==> config.mk <==
export PLATFORM = sky130hd
export DESIGN_NAME = dbg_abs_seq
export DESIGN_NICKNAME = d
export VERILOG_FILES = /design/src/rtl/dbg_abs_pkg.sv /design/src/rtl/dbg_abs_cmd_check.sv /design/src/rtl/dbg_abs_inject.sv /design/src/rtl/dbg_abs_hart_port.sv /design/src/rtl/dbg_abs_seq.sv
export SDC_FILE = /design/constraint.sdc
export NUM_CORES = 1
export LEC_CHECK = 0
export BUFFER_PORTS_ARGS = -buffer_cell sky130_fd_sc_hd__buf_2
export CAP_MARGIN = 20
export CORE_MARGIN = 2
export CORE_UTILIZATION = 52
export DETAILED_ROUTE_END_ITERATION = 10
export GPL_ROUTABILITY_DRIVEN = 0
export PLACE_DENSITY = 0.77
export SYNTH_ARGS = -nofsm -noshare
export SYNTH_HDL_FRONTEND = slang
export SYNTH_SLANG_ARGS = --single-unit
export TNS_END_PERCENT = 50
==> constraint.sdc <==
create_clock -name clk -period 2.4 [get_ports clk]
set_clock_uncertainty 0.1 [all_clocks]
set_input_delay 0.48 -clock clk [delete_from_list [all_inputs] [get_ports clk]]
set_output_delay 0.48 -clock clk [all_outputs]
set_load 0.005 [all_outputs]
==> src/rtl/dbg_abs_pkg.sv <==
package dbg_abs_pkg;

    // debug register port word addresses
    localparam logic [7:0] A_DATA0 = 8'h04;
    localparam logic [7:0] A_CTRL  = 8'h10;
    localparam logic [7:0] A_STAT  = 8'h11;
    localparam logic [7:0] A_HINFO = 8'h12;
    localparam logic [7:0] A_ACS   = 8'h16;
    localparam logic [7:0] A_CMD   = 8'h17;
    localparam logic [7:0] A_PB0   = 8'h20;

    localparam logic [31:0] OP_EBREAK = 32'h00100073;
    localparam logic [6:0]  OP_SYSTEM = 7'h73;

    typedef enum logic [2:0] {
        ERR_NONE  = 3'd0,
        ERR_BUSY  = 3'd1,
        ERR_UNSUP = 3'd2,
        ERR_EXC   = 3'd3,
        ERR_HALT  = 3'd4
    } cmderr_e;

    typedef enum logic [2:0] {
        SQ_IDLE,
        SQ_XFER,
        SQ_PROG,
        SQ_EBRK,
        SQ_WAIT
    } seq_e;

    typedef struct packed {
        logic [7:0]  ctype;
        logic        rsv_hi;
        logic [2:0]  size;
        logic        rsv_lo;
        logic        postexec;
        logic        transfer;
        logic        wr;
        logic [15:0] regno;
    } acmd_t;

    // CSR move between a GPR and a CSR: wr=1 reads the CSR into the GPR,
    // wr=0 writes the GPR into the CSR.
    function automatic logic [31:0] csr_move(logic [11:0] csr, logic wr, logic [4:0] gpr);
        if (wr)
            return {csr, 5'd0, 3'b010, gpr, OP_SYSTEM};
        else
            return {csr, gpr, 3'b001, 5'd0, OP_SYSTEM};
    endfunction

endpackage

==> src/rtl/dbg_abs_cmd_check.sv <==
module dbg_abs_cmd_check
    import dbg_abs_pkg::*;
#(
    parameter int unsigned NUM_GPR  = 32,
    parameter int unsigned GPR_BASE = 16'h1000,
    localparam int unsigned IDXW    = $clog2(NUM_GPR)
) (
    input  logic [31:0]     cmd_word,
    input  logic            halted,
    output cmderr_e         verdict,
    output logic            go_xfer,
    output logic            go_prog,
    output logic            go_wr,
    output logic [IDXW-1:0] go_gpr
);
    acmd_t       c;
    logic [16:0] off;
    logic        in_range;
    logic        malformed;

    always_comb begin
        c         = acmd_t'(cmd_word);
        off       = {1'b0, c.regno} - 17'(GPR_BASE);
        in_range  = (c.regno >= 16'(GPR_BASE)) && (off < 17'(NUM_GPR));
        malformed = (c.ctype != 8'd0) || c.rsv_hi || c.rsv_lo ||
                    (c.transfer && ((c.size != 3'd2) || !in_range));
        if (malformed)
            verdict = ERR_UNSUP;
        else if (!halted)
            verdict = ERR_HALT;
        else
            verdict = ERR_NONE;
        go_xfer = c.transfer;
        go_prog = c.postexec;
        go_wr   = c.wr;
        go_gpr  = off[IDXW-1:0];
    end

endmodule

==> src/rtl/dbg_abs_inject.sv <==
module dbg_abs_inject
    import dbg_abs_pkg::*;
#(
    parameter int unsigned NPB      = 2,
    parameter int unsigned NUM_GPR  = 32,
    parameter logic [11:0] DATA_CSR = 12'hbff,
    localparam int unsigned IDXW    = $clog2(NUM_GPR),
    localparam int unsigned PBW     = (NPB > 1) ? $clog2(NPB) : 1
) (
    input  logic                 clk,
    input  logic                 rst_n,
    input  logic                 start,
    input  logic                 go_xfer,
    input  logic                 go_prog,
    input  logic                 go_wr,
    input  logic [IDXW-1:0]      go_gpr,
    input  logic [NPB-1:0][31:0] pbuf,
    input  logic                 ready,
    input  logic                 caught_ebreak,
    input  logic                 caught_exc,
    output logic [31:0]          instr,
    output logic                 valid,
    output logic                 busy,
    output logic                 exc_end
);
    typedef struct packed {
        seq_e            st;
        logic            wr;
        logic [IDXW-1:0] gpr;
        logic            post;
        logic [PBW-1:0]  pbi;
    } seq_t;

    seq_t s_d, s_q;

    always_comb begin
        s_d     = s_q;
        exc_end = 1'b0;
        unique case (s_q.st)
            SQ_IDLE: begin
                if (start) begin
                    s_d.wr   = go_wr;
                    s_d.gpr  = go_gpr;
                    s_d.post = go_prog;
                    s_d.pbi  = '0;
                    if (go_xfer)
                        s_d.st = SQ_XFER;
                    else if (go_prog)
                        s_d.st = SQ_PROG;
                end
            end
            SQ_XFER: if (ready) s_d.st = s_q.post ? SQ_PROG : SQ_EBRK;
            SQ_PROG: begin
                if (ready) begin
                    if (s_q.pbi == PBW'(NPB - 1))
                        s_d.st = SQ_EBRK;
                    else
                        s_d.pbi = s_q.pbi + 1'b1;
                end
            end
            SQ_EBRK: if (ready) s_d.st = SQ_WAIT;
            SQ_WAIT: if (caught_ebreak) s_d.st = SQ_IDLE;
            default: s_d.st = SQ_IDLE;
        endcase
        if (s_q.st != SQ_IDLE && caught_exc) begin
            s_d.st  = SQ_IDLE;
            exc_end = 1'b1;
        end
    end

    always_comb begin
        valid = 1'b0;
        instr = OP_EBREAK;
        unique case (s_q.st)
            SQ_XFER: begin
                valid = 1'b1;
                instr = csr_move(DATA_CSR, s_q.wr, 5'(s_q.gpr));
            end
            SQ_PROG: begin
                valid = 1'b1;
                instr = pbuf[s_q.pbi];
            end
            SQ_EBRK: valid = 1'b1;
            default: ;
        endcase
        busy = (s_q.st != SQ_IDLE);
    end

    always_ff @(posedge clk or negedge rst_n) begin
        if (!rst_n)
            s_q <= '{st: SQ_IDLE, wr: 1'b0, gpr: '0, post: 1'b0, pbi: '0};
        else
            s_q <= s_d;
    end

endmodule

==> src/rtl/dbg_abs_hart_port.sv <==
module dbg_abs_hart_port #(
    parameter logic [11:0] DATA_CSR = 12'hbff
) (
    input  logic [11:0] addr,
    input  logic        wen,
    input  logic        ren,
    input  logic        dbg_mode,
    input  logic [31:0] data0,
    output logic        data0_we,
    output logic [31:0] rdata,
    output logic        illegal
);
    logic hit;

    always_comb begin
        hit      = (addr == DATA_CSR);
        data0_we = hit && wen && dbg_mode;
        rdata    = (hit && dbg_mode) ? data0 : 32'd0;
        illegal  = hit && (wen || ren) && !dbg_mode;
    end

endmodule

==> src/rtl/dbg_abs_seq.sv <==
module dbg_abs_seq
    import dbg_abs_pkg::*;
#(
    parameter int unsigned NPB      = 2,
    parameter int unsigned NUM_GPR  = 32,
    parameter int unsigned GPR_BASE = 16'h1000,
    parameter logic [11:0] DATA_CSR = 12'hbff,
    localparam int unsigned IDXW    = $clog2(NUM_GPR)
) (
    input  logic        clk,
    input  logic        rst_n,
    input  logic        dp_sel,
    input  logic        dp_enable,
    input  logic        dp_write,
    input  logic [7:0]  dp_addr,
    input  logic [31:0] dp_wdata,
    output logic [31:0] dp_rdata,
    output logic        halt_req,
    input  logic        hart_halted,
    input  logic        hart_dbg_mode,
    output logic [31:0] inj_instr,
    output logic        inj_valid,
    input  logic        inj_ready,
    input  logic        hart_ebreak,
    input  logic        hart_exception,
    input  logic [11:0] hcsr_addr,
    input  logic        hcsr_wen,
    input  logic        hcsr_ren,
    input  logic [31:0] hcsr_wdata,
    output logic [31:0] hcsr_rdata,
    output logic        hcsr_illegal
);
    typedef struct packed {
        logic                 active;
        logic                 haltreq;
        logic [31:0]          data0;
        logic [NPB-1:0][31:0] pb;
        logic [2:0]           cmderr;
    } regs_t;

    regs_t r_d, r_q;

    logic            bus_wr, cmd_wr, acs_wr, d0_bus_wr;
    logic            start, seq_busy, exc_end, d0_hart_we;
    cmderr_e         verdict;
    logic            go_xfer, go_prog, go_wr;
    logic [IDXW-1:0] go_gpr;
    logic [2:0]      cmderr_cur;
    logic [31:0]     data0_cur;
    logic            active_cur;

    dbg_abs_cmd_check #(.NUM_GPR(NUM_GPR), .GPR_BASE(GPR_BASE)) i_check (
        .cmd_word (dp_wdata),
        .halted   (hart_halted),
        .verdict  (verdict),
        .go_xfer  (go_xfer),
        .go_prog  (go_prog),
        .go_wr    (go_wr),
        .go_gpr   (go_gpr)
    );

    dbg_abs_inject #(.NPB(NPB), .NUM_GPR(NUM_GPR), .DATA_CSR(DATA_CSR)) i_inject (
        .clk           (clk),
        .rst_n         (rst_n),
        .start         (start),
        .go_xfer       (go_xfer),
        .go_prog       (go_prog),
        .go_wr         (go_wr),
        .go_gpr        (go_gpr),
        .pbuf          (r_q.pb),
        .ready         (inj_ready),
        .caught_ebreak (hart_ebreak),
        .caught_exc    (hart_exception),
        .instr         (inj_instr),
        .valid         (inj_valid),
        .busy          (seq_busy),
        .exc_end       (exc_end)
    );

    dbg_abs_hart_port #(.DATA_CSR(DATA_CSR)) i_hport (
        .addr     (hcsr_addr),
        .wen      (hcsr_wen),
        .ren      (hcsr_ren),
        .dbg_mode (hart_dbg_mode),
        .data0    (r_q.data0),
        .data0_we (d0_hart_we),
        .rdata    (hcsr_rdata),
        .illegal  (hcsr_illegal)
    );

    always_comb begin
        bus_wr    = dp_sel && dp_enable && dp_write;
        cmd_wr    = bus_wr && (dp_addr == A_CMD) && r_q.active;
        acs_wr    = bus_wr && (dp_addr == A_ACS);
        d0_bus_wr = bus_wr && (dp_addr == A_DATA0);
        start     = cmd_wr && !seq_busy && (r_q.cmderr == 3'd0) && (verdict == ERR_NONE)
                    && (go_xfer || go_prog);
    end

    always_comb begin
        r_d = r_q;
        if (bus_wr && dp_addr == A_CTRL) begin
            r_d.active  = dp_wdata[0];
            r_d.haltreq = dp_wdata[31];
        end
        if (d0_bus_wr)
            r_d.data0 = dp_wdata;
        if (d0_hart_we)
            r_d.data0 = hcsr_wdata;
        for (int i = 0; i < NPB; i++) begin
            if (bus_wr && dp_addr == A_PB0 + 8'(i))
                r_d.pb[i] = dp_wdata;
        end
        if (acs_wr)
            r_d.cmderr = r_d.cmderr & ~dp_wdata[10:8];
        if (cmd_wr && r_q.cmderr == 3'd0) begin
            if (seq_busy)
                r_d.cmderr = 3'(ERR_BUSY);
            else if (verdict != ERR_NONE)
                r_d.cmderr = 3'(verdict);
        end
        if (exc_end && r_q.cmderr == 3'd0)
            r_d.cmderr = 3'(ERR_EXC);
    end

    always_comb begin
        dp_rdata = 32'd0;
        unique case (dp_addr)
            A_DATA0: dp_rdata = r_q.data0;
            A_CTRL:  dp_rdata = {r_q.haltreq, 30'd0, r_q.active};
            A_STAT:  dp_rdata = {22'd0, hart_halted, hart_halted, 4'd0, 4'd2};
            A_HINFO: dp_rdata = {8'd0, 4'd0, 3'd0, 1'b0, 4'd1, DATA_CSR};
            A_ACS:   dp_rdata = {3'd0, 5'(NPB), 11'd0, seq_busy, 1'b0, r_q.cmderr, 4'd0, 4'd1};
            default: begin
                for (int i = 0; i < NPB; i++) begin
                    if (dp_addr == A_PB0 + 8'(i))
                        dp_rdata = r_q.pb[i];
                end
            end
        endcase
        halt_req   = r_q.active && r_q.haltreq;
        cmderr_cur = r_q.cmderr;
        data0_cur  = r_q.data0;
        active_cur = r_q.active;
    end

    always_ff @(posedge clk or negedge rst_n) begin
        if (!rst_n)
            r_q <= '0;
        else
            r_q <= r_d;
    end

endmodule

**Word level (Yosys, flattened, before mapping)**

Cells that the tools add are included.

- Input bits: 96
- Register bits after elaboration: 112
- Word-level logic and storage cells: 119

- $lt $le $gt $ge: 3
- Bitwise operators: 2
- Reduce and logical (&&, ||, !) cells: 45
- Equality and inequality tests: 23
- Multiplexer cells: 33
- Add/subtract/negate cells: 2

Operators with widths:

| cell | count |
|---|---|
| $mux 32 | 7 |
| $pmux 32 s5 | 1 |
| $pmux 32 s2 | 1 |
| $mux 3 | 15 |
| $eq 8x5->1 const B | 5 |
| $logic_and 1x1->1 | 24 |
| $mux 20 | 1 |
| $lt 17x6->1 const B | 1 |
| $sub 16x13->17 const B | 1 |
| $eq 8x6->1 const B | 2 |
| $ge 16x13->1 const B | 1 |
| $ne 3x2->1 const B | 5 |
| $pmux 3 s5 | 1 |
| $eq 12x12->1 const B | 1 |
| $mux 11 | 1 |
| $logic_not 3->1 | 3 |
| $eq 8x3->1 const B | 1 |
| $reduce_bool 8->1 | 1 |
| $reduce_and 7->1 | 1 |
| $eq 3x2->1 const B | 2 |
| $logic_or 1x1->1 | 6 |
| $ne 3x1->1 const B | 2 |
| $reduce_bool 3->1 | 2 |
| $mux 1 | 5 |
| 15 further kinds | 18 |

**Depth between registers and ports, before layout**

- Word-level depth: 14
- Depth in mapped cells: 8
- Gate-level depth less buffers: 6

**By module**

Synthesis repeated with hierarchy kept, for this count alone.

- Cell total of the unflattened synthesis: 741
- Area total of the unflattened synthesis: 7434.6 µm²

Modules (own cells, without submodules):

| module | times used | area an instance (µm²) | cells each | seq. area each (µm²) |
|---|---|---|---|---|
| dbg_abs_seq | 1 | 5357.6 | 482 | 2527.4 |
| dbg_abs_inject | 1 | 1218.7 | 149 | 275.3 |
| dbg_abs_hart_port | 1 | 670.6 | 84 | 0.0 |
| dbg_abs_cmd_check | 1 | 187.7 | 26 | 0.0 |

**Least setup slack after synthesis**

Ideal clock, no wire load.

- Path type: input to output
- From: in dp_addr[4]
- To: out dp_rdata[1]
- Setup slack: 0.037 ns
- Data arrival time: 1.783 ns
- Cell stages on the path: 7
- Cells stage by stage: buf_2 > nor4b_1 > nand2_1 > nor3_4 > clkbuf_1 > nand2_1 > a31oi_1

- Longest elaborated chain between the ends: 4
- Elaborated cells between the ends (all ways): 10
- Classes of those cells: eq/ne (7); mux (3)

Ends and longest elaborated chain:

| item | line | RTL |
|---|---|---|
| start: declaration | dbg_abs_seq.sv:15 | `input logic [7:0] dp_addr,` |
| $eq 8x6->1 | dbg_abs_seq.sv:136 | `if (dp_addr == A_PB0 + 8'(i))` |
| $mux 32 (2 in a row) | dbg_abs_seq.sv:136 |  |
| $pmux 32 s5 (*) | dbg_abs_seq.sv:128 | `unique case (dp_addr)` |
| end: declaration | dbg_abs_seq.sv:17 | `output logic [31:0] dp_rdata,` |

Mark *: on every way between the ends. The rest lies on a longest branch, timed or not.

**Worst setup path in the final report**

- From: in dp_addr[2]
- To: out dp_rdata[11]

Same word-level chain as after synthesis.

==> metrics list <==
* Total clock buffers created by CTS: 9
* Count of final max-slew check failures: 0
- Final hold analysis gives a worst-case slack of 0.221 ns.
* Iteration-0 DRC Markers: 619
* Placement-stage worst setup slack: -0.218 ns
- Root cell of the clock tree: clkbuf_16
- Setup violations remaining at the end of the flow were counted as 17.
- The tool flagged a number of max-cap violations equal to 0.
* Yosys reg bits: 112
* Maximum count of clock buffers along a single path: 2
- Setup slack on the critical path of the routed design comes to -0.0863 ns.
- dfrtp_1 takes more of the synthesized area than any other cell.
- VDD sags by at most 0.313 mV.
* Dominant cells by area after synthesis: dfrtp_1, mux2i_1, mux2_2
* Final clock period utilization by the worst path: 104%
- The startpoint identified for the worst hold timing path is hcsr_wdata[2].
- The number of endpoints with negative hold slack in the final report was 0.
- Along the worst hold path, the cell count comes to 3.
- Wires add up to 21100 µm.
- At the worst endpoint, the required time is 1.82 ns.
- The run finished, with violations left.
* Design Area, Final: 8470 µm²
- The number of global-route vias before repair is 6018.
- Largest net degree at the start of global routing: 60
* GRT Residual Overflow: 0
- TritonCTS built the clock tree.
- Highest fanout seen on the critical path: 16
- The signal on the critical path passes through buf_8, nor4b_4, and3_1, buf_12, nand2_1, a32oi_1, buf_2.
* First-pass GRT wire length: 32300 µm
- STA classifies the critical path endpoint as a primary output.
* Initial antenna violation count: 0
- The critical path starts at dp_addr[2].
- After routing, the total negative slack on setup checks comes to -0.405 ns.
- Of the synthesized area, sequential elements account for 43.6%.
* Fraction of layout cells with a size suffix above 1: 40.5%
- Pwr/cell area: 544 nW/µm²
- Area growth, synth to finish: 31.9%
- Die Y: 115 µm
* Setup crit start kind: primary input
* DRC Markers: 0
- The final layout contains 946 nets.
- Subtracting the final worst setup slack from the clock period gives 2.49 ns.
- Data arrival time of the critical path: 1.91 ns
* Port buffer count: 194
- Counting cells, the worst reg-to-reg path comes to 5.
- At the pin with the least slew margin, the transition time is 0.594 ns.
- End-of-flow core utilization: 70.5%
* Final-layout fill cell count: 884
- Setup repair after global routing could not meet its margin everywhere.
- Average via count per standard cell: 6.13
- Broken down by cell family, the worst path's largest delay share belongs to simple AND/OR/NAND/NOR gates.
- Highest Clock Rate: 402 MHz
- Global router's overall resource usage: 31.7%
* Category of the most critical setup path: primary input to primary output
- The final reports fail on setup timing.
- The detailed router placed 6142 vias in this run.
* Levels on crit path: 7
- Wire length per cell after detailed routing: 21.0 µm
* Later-pin clock latency in the skew report: 0.35 ns
- Yosys synthesis warning count: 0
* Hpwl dp: 14800 µm
* Total I/O pin count: 195
- Number of nets with antenna violations after detailed routing: 0
- Highest cell delay on the worst timing path: 0.31 ns
* Max-Slew Margin vs Limit: 60.1%
- In this run the biggest area consumer among cell types represents 43.6% of the synthesized area.
- Standard-cell rows: 40
- Clock-pin slew was measured on the worst setup and hold paths at 0.08 ns.
* Slowest-stage cell, CP: nor4b_4
- Startpoint of the lowest-slack register-to-register path: cmderr_cur[0]
* Worst path bufs/invs: 3
- Detailed-router iteration count before antenna repair: 8
* Syn_nets: 731
- Summed over all cells, the static leakage comes to 4.74 nW.
* Synth unique cells: 50
- CTS built an H-tree with a depth of 3.
* Floorplan die area: 13300 µm²
- Per-instance average area after synthesis: 10.1 µm²
- Count of mapped cells out of synthesis: 634
- The clock drives 112 sinks.
* Hold crit path type: primary input to flop
- The initial utilization of the core area, before any placement, comes to 53.5%.
* Post-placement cell area: 7870 µm²
- Summing every instance area after synthesis gives 6420 µm².
* Std-Cell Core Area: 12000 µm²
- Overall die width: 115 µm
[cell type report]
class                   count  area [µm²]  area share [%]
diodes                      1        2.50          0.0295
clock buffers              12         267            3.15
clock inverters             4        51.3           0.605
inverters                  23        86.3            1.02
multi-input cells         454        3450            40.7
flip-flops and latches    112        2810            33.1
well taps                 147         184            2.17
repair buffers            249        1630            19.2
[synthesized netlist by cell type, drive strengths merged]
library cell  number
or4b               1
mux2i             65
dfrtp            112
o31ai              2
nand4b             2
and3               7
a221oi             3
a22oi             19
nor3               5
or2                2
nand2             82
clkbuf            24
o211ai             1
a32oi              3
nand3b             1
nor2              20
mux2              74
o21ai             62
ha                 1
buf               21
o22ai              2
nor4b              2
or3                1
nand2b             2
nand4              5
inv               23
and2              37
nor4               8
o32ai              1
nand3              8
xnor2              1
a41o               1
a211oi             1
nor2b              5
o21a               2
a21oi              6
a222oi            18
a31oi              3
or4                1
[cell usage in the layout (no fill, tap or decap), types with 4 or more instances in the layout]
cell,Yosys,layout
buf_2,13,191
dfrtp_1,112,110
nand2_1,81,78
mux2i_1,65,65
o21ai_0,56,49
mux2_2,43,43
and2_1,37,35
buf_4,3,35
mux2_1,31,31
inv_1,23,23
a222oi_1,18,18
nor2_1,20,16
buf_12,0,14
o21ai_1,6,11
a22oi_1,19,11
clkbuf_16,0,9
a22oi_2,0,8
nand3_1,7,7
nor2b_1,5,5
and3_1,7,5
nor4_1,5,5
a21oi_1,6,5
nand2_2,1,4
nand4_1,4,4
buf_8,0,4
[metrics by stage]
step           std cells  power [mW]
3_5_place_dp         976        2.98
2_1_floorplan        634        2.53
4_1_cts             1000        4.57
6_report            1002        4.61
5_1_grt             1001        4.77
3_3_place_gp         976        2.96
[cell families after synthesis]
logic type                 synth area share [%]
and+or+nand+nor                            15.5
xor gates and xnor gates                  0.136
DFF                                        43.6
AOI/OAI and AO/OA                          12.6
muxes                                      23.1
adders and majority gates                 0.195
buffers and inverters                      4.87
[flip-flops by register name, summed over array words and instances (netlist names)]
register,cells
cmderr_cur,3
data0_cur,32
active_cur,1
r_q,65
i_inject.s_q,11
[timing repair]
item,4_1_cts,5_1_grt
pin swaps,12,9
setup endpoints to repair,42,42
hold endpoints to repair,27,0
cloned,1,0
hold buffers,1,0
resized for setup,26,25
buffers inserted,6,1
[power by group]
group	internal (mW)	leakage, nW	switching (mW)
Clock	0.896	0.155	0.698
Sequential	1.95	1.55	0.0994
Combinational	0.412	3.04	0.561
[worst reg2reg max path, delay by kind of cell, from the launching register on]
family	cells	cell delay, ns
DFF	1	0.41
AOI/OAI and AO/OA	1	0.23
muxes	1	0.15
and+or+nand+nor	3	1.30
[final timing paths]
check                                  end  slack [ns]
max                           dp_rdata[11]       -0.09
min                           data0_cur[2]        0.22
max reg2reg                i_inject.s_q[8]        0.15
min reg2reg                i_inject.s_q[1]        0.40
max in group asynchronous          r_q[31]        1.01
min in group asynchronous    data0_cur[13]        0.50
[per-layer routing]
metal	vias to the layer above	wire length (µm)	GRT usage (%)
met5	-	0	0
met4	0	614	12.5
met3	49	1980	6.48
met2	387	10100	50.0
met1	2976	8430	43.3
li1	2730	-	-
(Power assumes the default switching activity.)
